## src/rtl/lpress_rst.sv

```systemverilog
module lpress_rst #(
  parameter int unsigned FINE_CYC     = 1000,
  parameter int unsigned SETUP_HALF_S = 8,
  parameter int unsigned PULSE_SEL    = 2,
  parameter bit          FIXED_PULSE  = 1'b1,
  parameter bit          ACT_HIGH     = 1'b0
) (
  input  logic clk,
  input  logic por_n,
  input  logic btn_n,
  input  logic ovr_i,
  output logic rst_o
);

  function automatic int unsigned pulse_ticks(input int unsigned sel);
    case (sel)
      0:       return 164;
      1:       return 12800;
      2:       return 26880;
      default: return 46080;
    endcase
  endfunction

  localparam int unsigned SETUP_T = SETUP_HALF_S * 500;
  localparam int unsigned SETUP_N = SETUP_T * 128;
  localparam int unsigned INIT_T  = 42 * 128;
  localparam int unsigned PULSE_T = pulse_ticks(PULSE_SEL);
  localparam int unsigned CW      = $clog2(SETUP_N + 1);
  localparam int unsigned PW      = (FINE_CYC > 1) ? $clog2(FINE_CYC) : 1;

  typedef enum logic [2:0] {S_IDLE, S_HOLD, S_FIRE, S_TINIT, S_TFIRE, S_WREL} st_t;

  logic          b_meta, b_s, o_meta, o_s;
  logic [PW-1:0] pre_q;
  logic          tick;
  st_t           state, st_d;
  logic [CW-1:0] cnt, cnt_d, tgt;
  logic          test_q, test_d;
  logic          last;

  always_ff @(posedge clk or negedge por_n) begin
    if (!por_n) begin
      b_meta <= 1'b0;
      b_s    <= 1'b0;
      o_meta <= 1'b0;
      o_s    <= 1'b0;
    end else begin
      b_meta <= ~btn_n;
      b_s    <= b_meta;
      o_meta <= ovr_i;
      o_s    <= o_meta;
    end
  end

  assign tick = (pre_q == PW'(FINE_CYC - 1));

  always_ff @(posedge clk or negedge por_n) begin
    if (!por_n)    pre_q <= '0;
    else if (tick) pre_q <= '0;
    else           pre_q <= pre_q + 1'b1;
  end

  always_comb begin
    case (state)
      S_HOLD:  tgt = test_q ? CW'(SETUP_T) : CW'(SETUP_N);
      S_TINIT: tgt = CW'(INIT_T);
      default: tgt = CW'(PULSE_T);
    endcase
  end

  assign last = (cnt == tgt - 1'b1);

  always_comb begin
    st_d   = state;
    cnt_d  = cnt;
    test_d = test_q;
    if (o_s && !test_q) begin
      test_d = 1'b1;
      st_d   = S_TINIT;
      cnt_d  = '0;
    end else begin
      case (state)
        S_IDLE:
          if (b_s) begin
            st_d  = S_HOLD;
            cnt_d = '0;
          end
        S_HOLD:
          if (!b_s) st_d = S_IDLE;
          else if (tick) begin
            if (last) begin
              st_d  = S_FIRE;
              cnt_d = '0;
            end else cnt_d = cnt + 1'b1;
          end
        S_FIRE:
          if (FIXED_PULSE) begin
            if (tick) begin
              if (last) st_d = S_WREL;
              else      cnt_d = cnt + 1'b1;
            end
          end else if (!b_s) st_d = S_IDLE;
        S_TINIT:
          if (tick) begin
            if (last) begin
              st_d  = S_TFIRE;
              cnt_d = '0;
            end else cnt_d = cnt + 1'b1;
          end
        S_TFIRE:
          if (FIXED_PULSE) begin
            if (tick) begin
              if (last) st_d = S_WREL;
              else      cnt_d = cnt + 1'b1;
            end
          end else if (!o_s) st_d = S_IDLE;
        S_WREL:
          if (!b_s) st_d = S_IDLE;
        default: st_d = S_IDLE;
      endcase
    end
  end

  always_ff @(posedge clk or negedge por_n) begin
    if (!por_n) begin
      state  <= S_IDLE;
      cnt    <= '0;
      test_q <= 1'b0;
    end else begin
      state  <= st_d;
      cnt    <= cnt_d;
      test_q <= test_d;
    end
  end

  assign rst_o = ((state == S_FIRE) || (state == S_TFIRE)) ? ACT_HIGH : ~ACT_HIGH;

  p_start_idle_r1: assert property (@(posedge clk) disable iff (!por_n)
    !$past(por_n) |-> (state == S_IDLE && !test_q && rst_o == ~ACT_HIGH));

  p_fire_after_hold_r2: assert property (@(posedge clk) disable iff (!por_n)
    (state == S_FIRE && $past(state) != S_FIRE) |-> ($past(state) == S_HOLD && $past(b_s)));

  p_release_aborts_r3: assert property (@(posedge clk) disable iff (!por_n)
    (state == S_HOLD && !b_s && (test_q || !o_s)) |=> state == S_IDLE);

  p_enter_test_r8: assert property (@(posedge clk) disable iff (!por_n)
    $rose(test_q) |-> (state == S_TINIT && cnt == '0));

  p_sticky_test_r11: assert property (@(posedge clk) disable iff (!por_n)
    test_q |=> test_q);

  generate
    if (FIXED_PULSE) begin : g_fixed
      p_wait_release_r5: assert property (@(posedge clk) disable iff (!por_n)
        (state == S_WREL && b_s && test_q == $past(test_q)) |=> state == S_WREL);
    end else begin : g_follow
      p_follow_button_r4: assert property (@(posedge clk) disable iff (!por_n)
        (state == S_FIRE && !b_s) |=> state != S_FIRE);
    end
  endgenerate

endmodule

```

## config.mk

```make
export PLATFORM = sky130hd
export DESIGN_NAME = lpress_rst
export DESIGN_NICKNAME = d
export VERILOG_FILES = /design/src/rtl/lpress_rst.sv
export SDC_FILE = /design/constraint.sdc
export NUM_CORES = 1
export LEC_CHECK = 0
export BUFFER_PORTS_ARGS = -buffer_cell sky130_fd_sc_hd__buf_4
export CAP_MARGIN = 10
export CELL_PAD_IN_SITES_DETAIL_PLACEMENT = 0
export CELL_PAD_IN_SITES_GLOBAL_PLACEMENT = 1
export CORE_ASPECT_RATIO = 0.9
export CORE_MARGIN = 5
export CORE_UTILIZATION = 30
export DETAILED_ROUTE_END_ITERATION = 7
export PLACE_DENSITY = 0.62
export SYNTH_ARGS = -nofsm -noshare
export SYNTH_HDL_FRONTEND = slang
export SYNTH_SLANG_ARGS = --single-unit
```

## constraint.sdc

```tcl
create_clock -name clk -period 5 [get_ports clk]
set_input_delay 0.5 -clock clk [delete_from_list [all_inputs] [get_ports clk]]
set_output_delay 0.5 -clock clk [all_outputs]
set_load 0.01 [all_outputs]
```

==> flow_summary.html <==
<table>
<tr><th>Metric</th><th>Value</th></tr>
<tr><th colspan="2">Worst hold path</th></tr>
<tr><td>Worst hold path class</td><td>in2async</td></tr>
<tr><th colspan="2">STA</th></tr>
<tr><td>Period utilization</td><td>66.5%</td></tr>
<tr><td>Final setup slack of the worst path</td><td>1.68 ns</td></tr>
<tr><td>Minimum clock period</td><td>3.32 ns</td></tr>
<tr><td>Worst Tran Pin Value</td><td>1.01 ns</td></tr>
<tr><td>Hold Vio Cnt, Final</td><td>0</td></tr>
<tr><td>Setup tns final</td><td>0 ns</td></tr>
<tr><td>Slew margin rel.</td><td>32.2%</td></tr>
<tr><td>RSZ-0062 raised after global routing</td><td>false</td></tr>
<tr><td>Final Skew</td><td>0.00671 ns</td></tr>
<tr><td>Max Slew Vio Count</td><td>0</td></tr>
<tr><td>Post-route worst hold slack</td><td>0.168 ns</td></tr>
<tr><td>Final Setup Violations</td><td>0</td></tr>
<tr><td>Highest Clock Rate</td><td>0.301 GHz</td></tr>
<tr><th colspan="2">Flow run</th></tr>
<tr><td>Count of max-cap constraint violations</td><td>0</td></tr>
<tr><th colspan="2">Die</th></tr>
<tr><td>Starting Density</td><td>30.8%</td></tr>
<tr><td>Floorplan core area</td><td>7580 sq um</td></tr>
<tr><td>I/O pin count</td><td>5</td></tr>
<tr><td>Count of standard-cell rows</td><td>30</td></tr>
<tr><td>Total Die Area</td><td>9650 sq um</td></tr>
<tr><td>Width of the die</td><td>103 um</td></tr>
<tr><td>Die height</td><td>93.7 um</td></tr>
<tr><th colspan="2">Pwr</th></tr>
<tr><td>Power density over the cells</td><td>250 nW/um^2</td></tr>
<tr><td>Static Leak</td><td>0.993 nW</td></tr>
<tr><td>Highest ir drop seen on vdd</td><td>125 uV</td></tr>
<tr><th colspan="2">Placement</th></tr>
<tr><td>Port Buffer Count</td><td>4</td></tr>
<tr><td>Total cell area at the placement stage</td><td>2430 sq um</td></tr>
<tr><td>Worst slack, placed</td><td>1.70 ns</td></tr>
<tr><td>Detailed Place HPWL</td><td>3840 um</td></tr>
<tr><td>Placed cell count</td><td>346</td></tr>
<tr><td>GP Congestion</td><td>0.787</td></tr>
<tr><th colspan="2">Synth</th></tr>
<tr><td>Cell type with the largest total area after synthesis</td><td>sky130_fd_sc_hd__dfrtp_1</td></tr>
<tr><td>Adder-Cell Fraction of Synth Area</td><td>1.61%</td></tr>
<tr><td>Distinct cell type count after synthesis</td><td>53</td></tr>
<tr><td>Top cell type's share of synthesized area</td><td>39.6%</td></tr>
<tr><td>Commonest cells in the netlist</td><td>37 x sky130_fd_sc_hd__dfrtp_1, 25 x sky130_fd_sc_hd__nand3_1, 16 x sky130_fd_sc_hd__nand2_1</td></tr>
<tr><td>Synthesized net count</td><td>267</td></tr>
<tr><td>Cell area after synthesis</td><td>2340 sq um</td></tr>
<tr><td>Register bit total from synthesis</td><td>37</td></tr>
<tr><td>Mux contribution to synthesized area</td><td>3.05%</td></tr>
<tr><td>Area contributors post-synth</td><td>sky130_fd_sc_hd__dfrtp_1 40%, sky130_fd_sc_hd__nand3_1 5.4%, sky130_fd_sc_hd__o2111ai_1 4.9%, sky130_fd_sc_hd__o211ai_1 4.8%, sky130_fd_sc_hd__or3_1 2.9%</td></tr>
<tr><td>Average instance area after synthesis</td><td>8.98 sq um</td></tr>
<tr><td>Share of the yosys chip area belonging to registers</td><td>39.6%</td></tr>
<tr><td>Synthesized-area fraction occupied by xor and xnor cells</td><td>3.00%</td></tr>
<tr><td>Main combinational cell family by area after synthesis</td><td>simple AND/OR/NAND/NOR gates</td></tr>
<tr><td>Compound-Gate Fraction of Synth Area</td><td>18.4%</td></tr>
<tr><td>Number of warnings reported in the yosys synthesis log</td><td>0</td></tr>
<tr><td>Fraction of synthesis flops using an asynchronous set or reset pin</td><td>100%</td></tr>
<tr><td>Most instantiated library cell after synthesis</td><td>sky130_fd_sc_hd__dfrtp_1</td></tr>
<tr><td>Synth Flop Type</td><td>sky130_fd_sc_hd__dfrtp_1</td></tr>
<tr><td>Post-Synthesis Cells</td><td>260</td></tr>
<tr><td>Post-Synth Simple-Gate Area</td><td>28.4%</td></tr>
<tr><td>Post-synth EDFFs</td><td>0</td></tr>
<tr><th colspan="2">Drt</th></tr>
<tr><td>Number of vias in the routed layout</td><td>1,970</td></tr>
<tr><td>Pre-antenna DRT Iters</td><td>4</td></tr>
<tr><td>Starting DRT DRC Count</td><td>159</td></tr>
<tr><td>Antenna Violating Nets Remaining</td><td>0</td></tr>
<tr><td>Number of remaining DRC errors</td><td>0</td></tr>
<tr><td>Total Routed Length</td><td>5670 um</td></tr>
<tr><td>Routed via count divided by cell count</td><td>5.56</td></tr>
<tr><td>DR WL/cell</td><td>16.0 um</td></tr>
<tr><th colspan="2">Clocking</th></tr>
<tr><td>Clock latency on the worst-skew pair</td><td>0.29 ns</td></tr>
<tr><td>H-tree level count</td><td>2</td></tr>
<tr><td>Clock tree from TritonCTS</td><td>yes</td></tr>
<tr><td>Post-cts resize count</td><td>0</td></tr>
<tr><td>Clock slew at reported path FFs</td><td>0.08 ns</td></tr>
<tr><td>CTS sink cnt</td><td>37</td></tr>
<tr><td>Maximum clock insertion buffer count</td><td>2</td></tr>
<tr><td>Library cell used as clock root buffer</td><td>sky130_fd_sc_hd__clkbuf_8</td></tr>
<tr><td>TritonCTS Buffers</td><td>5</td></tr>
<tr><td>Setup Buffers After CTS</td><td>0</td></tr>
<tr><td>Hold Buf Count CTS</td><td>0</td></tr>
<tr><th colspan="2">Worst setup path</th></tr>
<tr><td>CP max FO</td><td>16</td></tr>
<tr><td>Family of cells with the greatest summed delay on the critical path</td><td>simple AND/OR/NAND/NOR gates</td></tr>
<tr><td>Endpoint type of the worst setup path</td><td>flop</td></tr>
<tr><td>Data arrival at the endpoint of the critical path</td><td>3.53 ns</td></tr>
<tr><td>Largest stage delay, worst path</td><td>0.62 ns</td></tr>
<tr><td>Number of buffers and inverters on the critical path</td><td>0</td></tr>
<tr><td>Library cell contributing the largest single delay on the critical path</td><td>sky130_fd_sc_hd__or4b_1</td></tr>
<tr><td>Ordered cell list for the critical path</td><td>or4b_1 -&gt; ha_1 -&gt; xnor2_1 -&gt; o211ai_2 -&gt; nor3_2 -&gt; a32o_1 -&gt; nand3_1 -&gt; o211ai_1</td></tr>
<tr><td>Worst EP required</td><td>5.20 ns</td></tr>
<tr><td>Category of the critical setup timing path</td><td>reg2reg</td></tr>
<tr><td>Critical Path Source Type</td><td>flop</td></tr>
<tr><th colspan="2">Cells and area</th></tr>
<tr><td>Area overhead of the layout relative to synthesis</td><td>8.78%</td></tr>
<tr><td>Diode insertion count for antenna repair</td><td>0</td></tr>
<tr><td>FILL cells</td><td>816</td></tr>
<tr><td>Ratio of cells with drive above 1 in the final layout</td><td>8.53%</td></tr>
<tr><td>Cell Count, Final, Fillers Out</td><td>354</td></tr>
<tr><td>Area of all placed cells without fillers</td><td>2540 sq um</td></tr>
<tr><td>Final net count</td><td>264</td></tr>
<tr><th colspan="2">Global route</th></tr>
<tr><td>Total routing usage reported by global routing</td><td>12.7%</td></tr>
<tr><td>Initial antenna violation count</td><td>0</td></tr>
<tr><td>Largest net degree at the start of global routing</td><td>38</td></tr>
<tr><td>Number of global-route vias before repair</td><td>1,889</td></tr>
<tr><td>Overflow after GRT</td><td>0</td></tr>
<tr><td>Global-route wire length before repair</td><td>9850 um</td></tr>
<tr><th colspan="2">Status</th></tr>
<tr><td>Result of the run</td><td>complete, no violations</td></tr>
</table>
[cells by family (layout without fill, tap and decap cells)]
logic type,after synthesis,count (layout)
adders and majority gates,3,3
buffers and inverters,32,30
DFF,37,37
and+or+nand+nor,117,117
muxes,7,7
AOI/OAI and AO/OA,56,56
xor gates and xnor gates,8,8
[metal layers]
metal	track usage, %	wire (um)
met2	18.9	2510
met4	3.56	57
met3	2.23	121
met5	0	0
met1	18.8	2980
[power breakdown]
part	switching (mW)	internal, mW	total (mW)
Clock	0.117	0.149	0.266
Combinational	0.0419	0.0182	0.0601
Sequential	0.00679	0.302	0.309
[cells in the final DEF, fill, tap and decap left out, types with 4 or more instances in the layout]
| cell type | Yosys | routed |
|---|---|---|
| sky130_fd_sc_hd__a31oi_1 | 6 | 6 |
| sky130_fd_sc_hd__and2_1 | 5 | 5 |
| sky130_fd_sc_hd__and3_1 | 4 | 4 |
| sky130_fd_sc_hd__buf_4 | 2 | 7 |
| sky130_fd_sc_hd__clkbuf_8 | 0 | 5 |
| sky130_fd_sc_hd__dfrtp_1 | 37 | 37 |
| sky130_fd_sc_hd__inv_1 | 15 | 15 |
| sky130_fd_sc_hd__mux2i_1 | 6 | 6 |
| sky130_fd_sc_hd__nand2_1 | 16 | 16 |
| sky130_fd_sc_hd__nand2b_1 | 5 | 5 |
| sky130_fd_sc_hd__nand3_1 | 25 | 25 |
| sky130_fd_sc_hd__nand4_1 | 10 | 10 |
| sky130_fd_sc_hd__nor2_1 | 15 | 15 |
| sky130_fd_sc_hd__o2111ai_1 | 13 | 13 |
| sky130_fd_sc_hd__o211ai_1 | 15 | 15 |
| sky130_fd_sc_hd__o21ai_0 | 5 | 5 |
| sky130_fd_sc_hd__or3_1 | 11 | 11 |
| sky130_fd_sc_hd__or4_1 | 5 | 5 |
| sky130_fd_sc_hd__xor2_1 | 6 | 6 |
[through the flow]
| stage | utilization (%) | power [mW] |
|---|---|---|
| after floorplan | - | 0.356 |
| after global placement | 32.0 | 0.376 |
| after detailed placement | 32.0 | 0.376 |
| after CTS | 33.5 | 0.646 |
| after global routing | 33.5 | 0.665 |
| final | 33.5 | 0.635 |
[worst register-to-register path, cell delays in order (launching register included)]
cell,delay (ns)
sky130_fd_sc_hd__dfrtp_1,0.55
sky130_fd_sc_hd__or4b_1,0.62
sky130_fd_sc_hd__ha_1,0.32
sky130_fd_sc_hd__xnor2_1,0.17
sky130_fd_sc_hd__o211ai_2,0.10
sky130_fd_sc_hd__nor3_2,0.28
sky130_fd_sc_hd__a32o_1,0.44
sky130_fd_sc_hd__nand3_1,0.43
sky130_fd_sc_hd__o211ai_1,0.32
[final cells by class]
cell class	count	area, sq um	area share, %
clock buffer	5	68.8	2.71
clock inverter	3	46.3	1.82
inverter	15	56.3	2.22
multi-input combinational	191	1270	50.0
sequential	37	926	36.4
tap	96	120	4.73
timing repair buffer	7	52.6	2.07
[worst paths after layout]
check                              start  slack [ns]  endpoint  cells past startpoint
worst max-delay path            state[1]        1.68   cnt[17]                      8
worst min-delay path               por_n        0.17  pre_q[4]                      1
worst max register to register  state[1]        1.68   cnt[17]                      8
worst min register to register    b_meta        0.35       b_s                      0
max in group asynchronous          por_n        4.49    cnt[7]                      1
min in group clk                   ovr_i        0.31    o_meta                      1
[flip-flops by register name, indices dropped and copies added (netlist names)]
| register | cells |
|---|---|
| cnt | 19 |
| test_q | 1 |
| b_s | 1 |
| o_s | 1 |
| o_meta | 1 |
| pre_q | 10 |
| state | 3 |
| b_meta | 1 |
Power figures use the tool's default switching activity.
